==> config.mk <==
export PLATFORM = sky130hd
export DESIGN_NAME = tpose_skew_buffer
export DESIGN_NICKNAME = d
export VERILOG_FILES = /design/src/rtl/tpose_pkg.sv /design/src/rtl/tpose_skew_lane.sv /design/src/rtl/tpose_sel_chain.sv /design/src/rtl/tpose_xbar.sv /design/src/rtl/tpose_skew_buffer.sv
export SDC_FILE = /design/constraint.sdc
export NUM_CORES = 1
export LEC_CHECK = 0
export BUFFER_PORTS_ARGS = -buffer_cell sky130_fd_sc_hd__buf_4
export CAP_MARGIN = 20
export CELL_PAD_IN_SITES_DETAIL_PLACEMENT = 1
export CELL_PAD_IN_SITES_GLOBAL_PLACEMENT = 2
export CORE_ASPECT_RATIO = 1.25
export CORE_MARGIN = 2
export CORE_UTILIZATION = 50
export CTS_BUF_LIST = sky130_fd_sc_hd__clkbuf_4
export CTS_CLUSTER_DIAMETER = 30
export CTS_CLUSTER_SIZE = 20
export DETAILED_ROUTE_END_ITERATION = 7
export PLACE_DENSITY_LB_ADDON = 0.08
export SLEW_MARGIN = 10
export SYNTH_ARGS = -nofsm -noshare
export SYNTH_HDL_FRONTEND = slang
export SYNTH_SLANG_ARGS = --single-unit
==> constraint.sdc <==
create_clock -name clk -period 2 [get_ports clk]
set_clock_uncertainty 0.2 [all_clocks]
set_input_delay 0 -clock clk [delete_from_list [all_inputs] [get_ports clk]]
set_output_delay 0 -clock clk [all_outputs]
set_load 0.005 [all_outputs]
==> src/rtl/tpose_pkg.sv <==
package tpose_pkg;

  localparam int unsigned TP_LANES = 8;
  localparam int unsigned TP_WORD  = 16;

  // Width of a lane/row index for a given lane count (at least one bit).
  function automatic int unsigned idx_bits(input int unsigned lanes);
    return (lanes > 1) ? $clog2(lanes) : 1;
  endfunction

endpackage

==> src/rtl/tpose_skew_lane.sv <==
module tpose_skew_lane #(
  parameter int W   = 16,
  parameter int LEN = 1
) (
  input  logic         clk,
  input  logic         rst_n,
  input  logic         en,
  input  logic [W-1:0] d,
  output logic [W-1:0] q
);

  // Stage 0 is the tail, stage LEN-1 the head.
  logic [W-1:0] stg_q [LEN];
  logic [W-1:0] stg_d [LEN];

  always_comb begin
    stg_d[0] = d;
    for (int i = 1; i < LEN; i++) begin
      stg_d[i] = stg_q[i-1];
    end
  end

  // Datapath registers carry no reset.
  always_ff @(posedge clk) begin
    if (en) begin
      for (int i = 0; i < LEN; i++) begin
        stg_q[i] <= stg_d[i];
      end
    end
  end

  assign q = stg_q[LEN-1];

  AST_LANE_FREEZE: assert property (@(posedge clk) disable iff (!rst_n)
    !en |=> $stable(q)) else $error("lane head moved while idle");

endmodule

==> src/rtl/tpose_sel_chain.sv <==
module tpose_sel_chain #(
  parameter int N  = 8,
  parameter int SW = 3
) (
  input  logic                 clk,
  input  logic                 rst_n,
  input  logic                 en,
  input  logic                 row_vld,
  input  logic [SW-1:0]        row_idx,
  output logic [N-1:0]         vld_q,
  output logic [N-1:0][SW-1:0] sel_q
);

  logic [N-1:0]         vld_d;
  logic [N-1:0][SW-1:0] sel_d;

  always_comb begin
    vld_d[0] = row_vld;
    sel_d[0] = row_idx;
    for (int i = 1; i < N; i++) begin
      vld_d[i] = vld_q[i-1];
      sel_d[i] = sel_q[i-1];
    end
  end

  always_ff @(posedge clk or negedge rst_n) begin
    if (!rst_n) begin
      vld_q <= '0;
      sel_q <= '0;
    end else if (en) begin
      vld_q <= vld_d;
      sel_q <= sel_d;
    end
  end

  // Consecutive rows entering the chain must carry consecutive indices.
  AST_ROW_STEP: assert property (@(posedge clk) disable iff (!rst_n)
    (vld_q[0] && $past(vld_q[0])) |->
      (32'(sel_q[0]) == (32'($past(sel_q[0])) + 1) % N))
    else $error("row index did not advance");

endmodule

==> src/rtl/tpose_xbar.sv <==
module tpose_xbar #(
  parameter int N  = 8,
  parameter int W  = 16,
  parameter int SW = 3
) (
  input  logic [N*W-1:0]  src,
  input  logic [N*SW-1:0] sel,
  output logic [N*W-1:0]  dst
);

  for (genvar m = 0; m < N; m++) begin : g_mux
    logic [SW-1:0] pick;
    assign pick = sel[m*SW +: SW];

    always_comb begin
      dst[m*W +: W] = '0;
      for (int k = 0; k < N; k++) begin
        if (32'(pick) == k) begin
          dst[m*W +: W] = src[k*W +: W];
        end
      end
    end
  end

endmodule

==> src/rtl/tpose_skew_buffer.sv <==
module tpose_skew_buffer
  import tpose_pkg::*;
#(
  parameter int N = TP_LANES,
  parameter int W = TP_WORD
) (
  input  logic         clk,
  input  logic         rst_n,
  input  logic         in_valid,
  input  logic [N*W-1:0] in_words,
  output logic         out_valid,
  output logic [N*W-1:0] out_words
);

  localparam int SW = idx_bits(N);
  localparam int PW = $clog2(N + 3) + 1;

  // Reset: asserted asynchronously, released on the clock.
  logic rst_meta, rst_ok;
  always_ff @(posedge clk or negedge rst_n) begin
    if (!rst_n) begin
      rst_meta <= 1'b0;
      rst_ok   <= 1'b0;
    end else begin
      rst_meta <= 1'b1;
      rst_ok   <= rst_meta;
    end
  end

  // Row index within the current block.
  logic [SW-1:0] row_q, row_d;
  always_comb begin
    row_d = row_q;
    if (in_valid) begin
      row_d = (row_q == SW'(N-1)) ? '0 : row_q + SW'(1);
    end
  end
  always_ff @(posedge clk or negedge rst_ok) begin
    if (!rst_ok) row_q <= '0;
    else         row_q <= row_d;
  end

  // Select delay chain. Stage 0 feeds the multiplexer of the longest lane.
  logic [N-1:0]         ch_vld;
  logic [N-1:0][SW-1:0] ch_sel;
  logic                 out_vld_q;
  logic                 busy;

  assign busy = in_valid | (|ch_vld) | out_vld_q;

  tpose_sel_chain #(.N(N), .SW(SW)) u_chain (
    .clk     (clk),
    .rst_n   (rst_ok),
    .en      (busy),
    .row_vld (in_valid),
    .row_idx (row_q),
    .vld_q   (ch_vld),
    .sel_q   (ch_sel)
  );

  always_ff @(posedge clk or negedge rst_ok) begin
    if (!rst_ok)   out_vld_q <= 1'b0;
    else if (busy) out_vld_q <= ch_vld[N-1];
  end

  // First triangle: word k enters the lane of length k+1.
  logic [N*W-1:0] heads_a;
  for (genvar k = 0; k < N; k++) begin : g_tri_a
    tpose_skew_lane #(.W(W), .LEN(k+1)) u_lane (
      .clk   (clk),
      .rst_n (rst_ok),
      .en    (busy),
      .d     (in_words[k*W +: W]),
      .q     (heads_a[k*W +: W])
    );
  end

  // Crossbar: the multiplexer for lane m uses chain stage N-1-m.
  logic [N*SW-1:0] xsel;
  logic [N*W-1:0]  xout;
  for (genvar m = 0; m < N; m++) begin : g_xsel
    assign xsel[m*SW +: SW] = ch_sel[N-1-m];
  end

  tpose_xbar #(.N(N), .W(W), .SW(SW)) u_xbar (
    .src (heads_a),
    .sel (xsel),
    .dst (xout)
  );

  // Second triangle: lane m has length m+1; output word r is lane N-1-r.
  logic [N*W-1:0] heads_b;
  for (genvar m = 0; m < N; m++) begin : g_tri_b
    tpose_skew_lane #(.W(W), .LEN(m+1)) u_lane (
      .clk   (clk),
      .rst_n (rst_ok),
      .en    (busy),
      .d     (xout[m*W +: W]),
      .q     (heads_b[m*W +: W])
    );
  end

  for (genvar r = 0; r < N; r++) begin : g_out
    assign out_words[r*W +: W] = heads_b[(N-1-r)*W +: W];
  end
  assign out_valid = out_vld_q;

  // Check-only counters: rows in flight and column position.
  logic [PW-1:0] pend_q;
  logic [SW-1:0] col_q;
  always_ff @(posedge clk or negedge rst_ok) begin
    if (!rst_ok) begin
      pend_q <= '0;
      col_q  <= '0;
    end else begin
      pend_q <= pend_q + PW'(in_valid) - PW'(out_vld_q);
      if (out_vld_q) col_q <= (col_q == SW'(N-1)) ? '0 : col_q + SW'(1);
    end
  end

  AST_NO_ORPHAN_COL: assert property (@(posedge clk) disable iff (!rst_ok)
    out_vld_q |-> (pend_q != '0)) else $error("column without rows");

  AST_LATENCY_BOUND: assert property (@(posedge clk) disable iff (!rst_ok)
    pend_q <= PW'(N+1)) else $error("rows held beyond latency");

  AST_COL_RUN: assert property (@(posedge clk) disable iff (!rst_ok)
    $fell(out_vld_q) |-> (col_q == '0)) else $error("partial column run");

endmodule

### Word-level counts from Yosys, hierarchy flattened

Memories as Yosys holds them, arrays and structs flattened.
Cells that the tools add are included.

| storage, ports and cells | value |
|---|---|
| register bits | 38 |
| memory bits (writable) | 1152 |
| bits of input ports | 131 |
| output and inout bits | 129 |
| logic and storage cells | 165 |
| memories | 16 |

| cells by class | value |
|---|---|
| add/sub/neg operators | 1 |
| equal/unequal tests | 57 |
| muxes and demuxes | 67 |
| bitwise operators | 2 |
| reductions and logical operators | 9 |

Memories:

| name | words | bits a word | rd ports | clocked after Yosys merged registers in | wr ports | RTL line | RTL |
|---|---|---|---|---|---|---|---|
| g_tri_a[7].u_lane.stg_q | 8 | 16 | 8 | 0 | 8 | tpose_skew_lane.sv:13 | `logic [W-1:0] stg_q [LEN];` |
| g_tri_b[7].u_lane.stg_q | 8 | 16 | 8 | 0 | 8 | tpose_skew_lane.sv:13 |  |
| g_tri_a[6].u_lane.stg_q | 7 | 16 | 7 | 0 | 7 | tpose_skew_lane.sv:13 |  |
| g_tri_b[6].u_lane.stg_q | 7 | 16 | 7 | 0 | 7 | tpose_skew_lane.sv:13 |  |
| g_tri_a[5].u_lane.stg_q | 6 | 16 | 6 | 0 | 6 | tpose_skew_lane.sv:13 |  |
| g_tri_b[5].u_lane.stg_q | 6 | 16 | 6 | 0 | 6 | tpose_skew_lane.sv:13 |  |
| +10 memories | n/a | n/a | n/a | n/a | n/a | n/a |  |

Operators by type and width:

| operator | number |
|---|---|
| $mux W16 | 64 |
| $eq A3 B3 Y1 const B | 33 |
| $eq A3 B2 Y1 const B | 16 |
| $eq A3 B1 Y1 const B | 8 |
| $logic_not A3 Y1 | 8 |
| $reduce_or A8 Y1 | 1 |
| $add A3 B1 Y3 const B | 1 |
| $mux W3 | 1 |
| $mux W1 | 2 |
| $or A1 B1 Y1 | 2 |

### Logic depth before layout (Yosys ltp)

| logic depth | value |
|---|---|
| depth after elaboration | 9 |
| mapped depth | 6 |
| mapped depth without buffers | 4 |

### Cells and area by module

A second synthesis with hierarchy kept.

| unflattened totals | value |
|---|---|
| cells, all modules | 2527 |
| area total of the unflattened synthesis | 45960.3 µm² |

Modules (own cells, without submodules):

| module | times used | cells each | area each (µm²) | seq. area each (µm²) |
|---|---|---|---|---|
| tpose_xbar | 1 | 1289 | 9779.4 | 0.0 |
| tpose_skew_lane (g_tri_a[7].u_lane ...) | 2 | 128 | 3843.7 | 3843.7 |
| tpose_skew_lane (g_tri_a[6].u_lane ...) | 2 | 112 | 3363.2 | 3363.2 |
| tpose_skew_lane (g_tri_a[5].u_lane ...) | 2 | 96 | 2882.8 | 2882.8 |
| tpose_skew_lane (g_tri_a[4].u_lane ...) | 2 | 80 | 2402.3 | 2402.3 |
| tpose_skew_lane (g_tri_a[3].u_lane ...) | 2 | 64 | 1921.8 | 1921.8 |
| tpose_skew_lane (g_tri_a[2].u_lane ...) | 2 | 48 | 1441.4 | 1441.4 |
| tpose_skew_lane (g_tri_a[1].u_lane ...) | 2 | 32 | 960.9 | 960.9 |
| tpose_sel_chain | 1 | 68 | 1345.0 | 800.8 |
| tpose_skew_lane (g_tri_a[0].u_lane ...) | 2 | 16 | 480.5 | 480.5 |
| tpose_skew_buffer | 1 | 18 | 242.7 | 150.1 |

### Least setup slack after synthesis

Ideal clock, no wire load.

| timing path | value |
|---|---|
| path type | reg2reg |
| from | register u_chain.vld_q[4] |
| to | register u_chain.sel_q[11] in the netlist's numbering |
| setup time | 0.093 ns |
| arrival time | 6.718 ns |
| data required time | 1.707 ns |
| setup slack | -5.011 ns |
| cell stages (with the launch flop) | 5 |
| path buffers | 1 |
| period minus slack after synthesis | 7.011 ns |
| cell sequence | dfrtp_1 nor4_2 nand3_2 buf_6 mux2_2 |

| on the way | value |
|---|---|
| longest elaborated chain between the ends | 3 |

RTL lines:

| item | RTL line | RTL |
|---|---|---|
| from (decl) | tpose_sel_chain.sv:10 | `output logic [N-1:0] vld_q,` |
| from (signal assigned) | tpose_sel_chain.sv:31 | `vld_q <= vld_d;` |
| $reduce_or A8 Y1 | tpose_skew_buffer.sv:49 | `assign busy = in_valid \| (\|ch_vld) \| out_vld_q;` |
| $or A1 B1 Y1 (2 in a row) | tpose_skew_buffer.sv:49 |  |
| named net busy | tpose_skew_buffer.sv:47 | `logic busy;` |
| to (signal assigned) | tpose_sel_chain.sv:32 | `sel_q <= sel_d;` |
| to (decl) | tpose_sel_chain.sv:11 | `output logic [N-1:0][SW-1:0] sel_q` |

The timed path passes the listed nets, and every way through them passes these cells.
A chain may end at the register's enable or synchronous reset.

==> impl_metrics.json <==
{
  "die_height_um": 339,
  "yosys-top-cells-area": "edfxtp_1 (77%), mux2_2 (5.6%), mux4_2 (3.0%)",
  "cp_cell_sequence": "buf_12, buf_4, mux2_2, a22oi_1, a22oi_1",
  "dpl-instance-area_um2": 49900,
  "seqPwrFrac_pct": 52.1,
  "dr.pass1.iters": 8,
  "worstSetupStartpointType": "flop",
  "grt_pass1_wl_um": 181000,
  "drt-initial-drc-count": 2760,
  "async_flop_share_pct": 3.19,
  "combPwrFrac_pct": 24.1,
  "clk_pin_slew_ns": 0.14,
  "syn_to_final_growth_pct": 30.5,
  "vias": 26230,
  "clk_latency_ns": 1.14,
  "holdCritPathClass": "reg -> async",
  "finalCriticalPeriod_ns": 2.19,
  "ir_drop_mv": 0.839,
  "synth.net_count": 2331,
  "path_class": "reg -> reg",
  "yosys.cell_types.count": 51,
  "grt_max_degree": 50,
  "wl_um": 132000,
  "drc": 0,
  "arrival_ns": 2.82,
  "yosys.area.top_type": "edfxtp_1",
  "ys_seq_area_share_pct": 79.1,
  "clkSinkCount": 1190,
  "fin_ws_ns": -0.195,
  "drive_gt1_share_pct": 35.5,
  "ys_ff_latch": 1190,
  "r2r_setup_slack_ns": -0.19,
  "cp.required_ns": 2.63,
  "die_area_um2": 92300,
  "ioPinCount": 260,
  "fmaxAchievable_mhz": 456,
  "finalPower_mw": 76.2,
  "finalCritPeriodShare_pct": 110,
  "fin_util_pct": 66.0,
  "p_int_mw": 53.0,
  "wl_met1_um": 52500,
  "start_util_pct": 50.6,
  "slew_headroom_pct": 61.3,
  "swShare_pct": 30.5,
  "crit_path_max_fanout": 25,
  "cp-end-kind": "flop",
  "crit_top_cell": "a22oi_1",
  "grt_antenna_before_repair": 6,
  "stdcell_area_um2": 58600,
  "cts_tree": "done",
  "worst_pin_slew_ns": 0.580,
  "r2r_cells": 5,
  "grt_setup_unrepaired": "true",
  "cts_buffers": 164,
  "avgSynthCellArea_um2": 20.4,
  "cellLeakagePower_nw": 22.6,
  "via_per_inst": 5.87,
  "p_switching_mw": 23.2,
  "cp_num_buf_inv": 2,
  "violations": "negative setup slack",
  "reg2reg_from": "u_chain.sel_q[18]",
  "detail-route-antenna-nets": 0,
  "synth_top_area_share_pct": 77.0,
  "routedWlPerCell_um": 29.6,
  "port_buffers": 259,
  "power.density_nw_per_um2": 1300,
  "finalSetupViolCount": 156,
  "wl_met3_um": 8960,
  "synthTopCellsByCount": "edfxtp_1 (1,152), mux2_2 (224), a22oi_1 (179)",
  "h-tree-depth": 4,
  "grt_pass1_vias": 27191,
  "ys.flop_type": "edfxtp_1",
  "max-clock-path-buffers": 3,
  "timing.rr.end": "g_tri_b[1].u_lane.stg_q[0][4]",
  "postSynthCellCount": 2198,
  "final.setup.tns_ns": -4.03,
  "hpwl_um": 68000,
  "nets": 3279,
  "core_um2": 88800,
  "synth_most_common_cell": "edfxtp_1",
  "routed.top_layer": "met5",
  "slew_violations": 0,
  "critical-path-slowest-cell": "dfrtp_2",
  "cp_num_cells": 5,
  "gr-total-overflow": 0,
  "clkPwrFrac_pct": 23.9,
  "die_w_um": 272,
  "syn_area_um2": 44900,
  "num_rows": 122,
  "yosysWarnings": 0,
  "outcome": "finished with violations",
  "routed-wl-met2_um": 66500,
  "synth_edf_count": 1152,
  "cts_root_buffer": "clkbuf_4",
  "worst_path_largest_cell_delay_ns": 0.42,
  "holdWs_ns": 0.0698,
  "cp_top_family": "compound AO/OA/AOI/OAI gates",
  "hold_viol": 0,
  "drv_cap": 0,
  "track_usage_pct": 26.5,
  "gp_congestion": 0.868
}
==> worst register-to-register path, stage by stage (launching register included) <==
cell and delay (ns):
dfrtp_2 0.42, buf_12 0.21, buf_4 0.22, mux2_2 0.38, a22oi_1 0.25, a22oi_1 0.26
==> how the worst max path moves through the flow <==
stage	startpoint	end
after global routing	u_chain.sel_q[20]	g_tri_b[1].u_lane.stg_q[0][4]
after CTS	out_valid	out_valid
final	u_chain.sel_q[18]	g_tri_b[1].u_lane.stg_q[0][4]
after global placement	u_chain.sel_q[9]	g_tri_b[4].u_lane.stg_q[0][2]
after floorplan	u_chain.vld_q[4]	u_chain.sel_q[11]
after detailed placement	u_chain.sel_q[11]	g_tri_b[4].u_lane.stg_q[0][2]
==> state kept, by name, indices dropped and copies added (netlist names) <==
| register | count |
|---|---|
| out_valid | 1 |
| u_chain.vld_q | 8 |
| row_q | 3 |
| rst_ok | 1 |
| u_chain.sel_q | 24 |
| g_tri_b.u_lane.stg_q | 576 |
| g_tri_a.u_lane.stg_q | 576 |
| rst_meta | 1 |
==> layer usage <==
metal | vias to the layer above | track usage, %
met1 | 13457 | 36.2
met4 | 4 | 9.44
met5 | - | 0
met2 | 1364 | 43.4
met3 | 299 | 4.46
li1 | 11106 | -
==> power groups by stage <==
stage,combinational (mW),clock (mW),sequential (mW)
after detailed placement,16.7,0,40.1
after global placement,16.3,0,39.5
after global routing,19.2,19.5,40.4
after CTS,17.6,17.5,39.6
final,18.3,18.2,39.7
after floorplan,9.32,0,38.3
==> stage by stage <==
step / instances / setup slack [ns]
after global routing: 4472 / -0.157
after floorplan: 2198 / -2.13
final: 4472 / -0.195
after global placement: 3703 / -0.0928
after detailed placement: 3703 / -0.0616
after CTS: 4438 / -0.127
==> what timing repair did <==
action                                  4_1_cts  5_1_grt
pin swaps                                     1        1
endpoints found under the setup margin      606     1137
hold buffers                                389        0
gates cloned                                 30       25
resized for setup                            63       53
endpoints found under the hold margin      1310        0
setup buffers                                 8        4
==> logic make-up after synthesis <==
group | after synthesis | synth area share (%)
buffers and inverters | 157 | 1.76
AOI/OAI and AO/OA | 343 | 5.81
other | 1 | 0.00835
DFF | 1190 | 79.1
and+or+nand+nor | 128 | 1.63
adders and majority gates | 2 | 0.0557
muxes | 377 | 11.6
==> layout by cell type (no fill, tap or decap), drive strengths merged, types with 31 or more instances in the layout <==
master       instances
edfxtp            1152
buf                518
dlygate4sd3        389
mux2               224
clkbuf             194
a22oi              179
mux4                85
mux2i               68
nand2               63
clkinv              58
inv                 48
dfrtp               38
a21o                31
==> cell type report <==
type                            count  area [µm²]
Antenna cell                        6        15.0
Clock buffer                      172        1290
Clock inverter                    136        1530
Fill cell                        7449       30200
Inverter                            5        18.8
Multi-Input combinational cell    851        8730
Sequential cell                  1190       35600
Tap cell                         1178        1470
Timing Repair Buffer              934        9970
(Power assumes the default switching activity.)
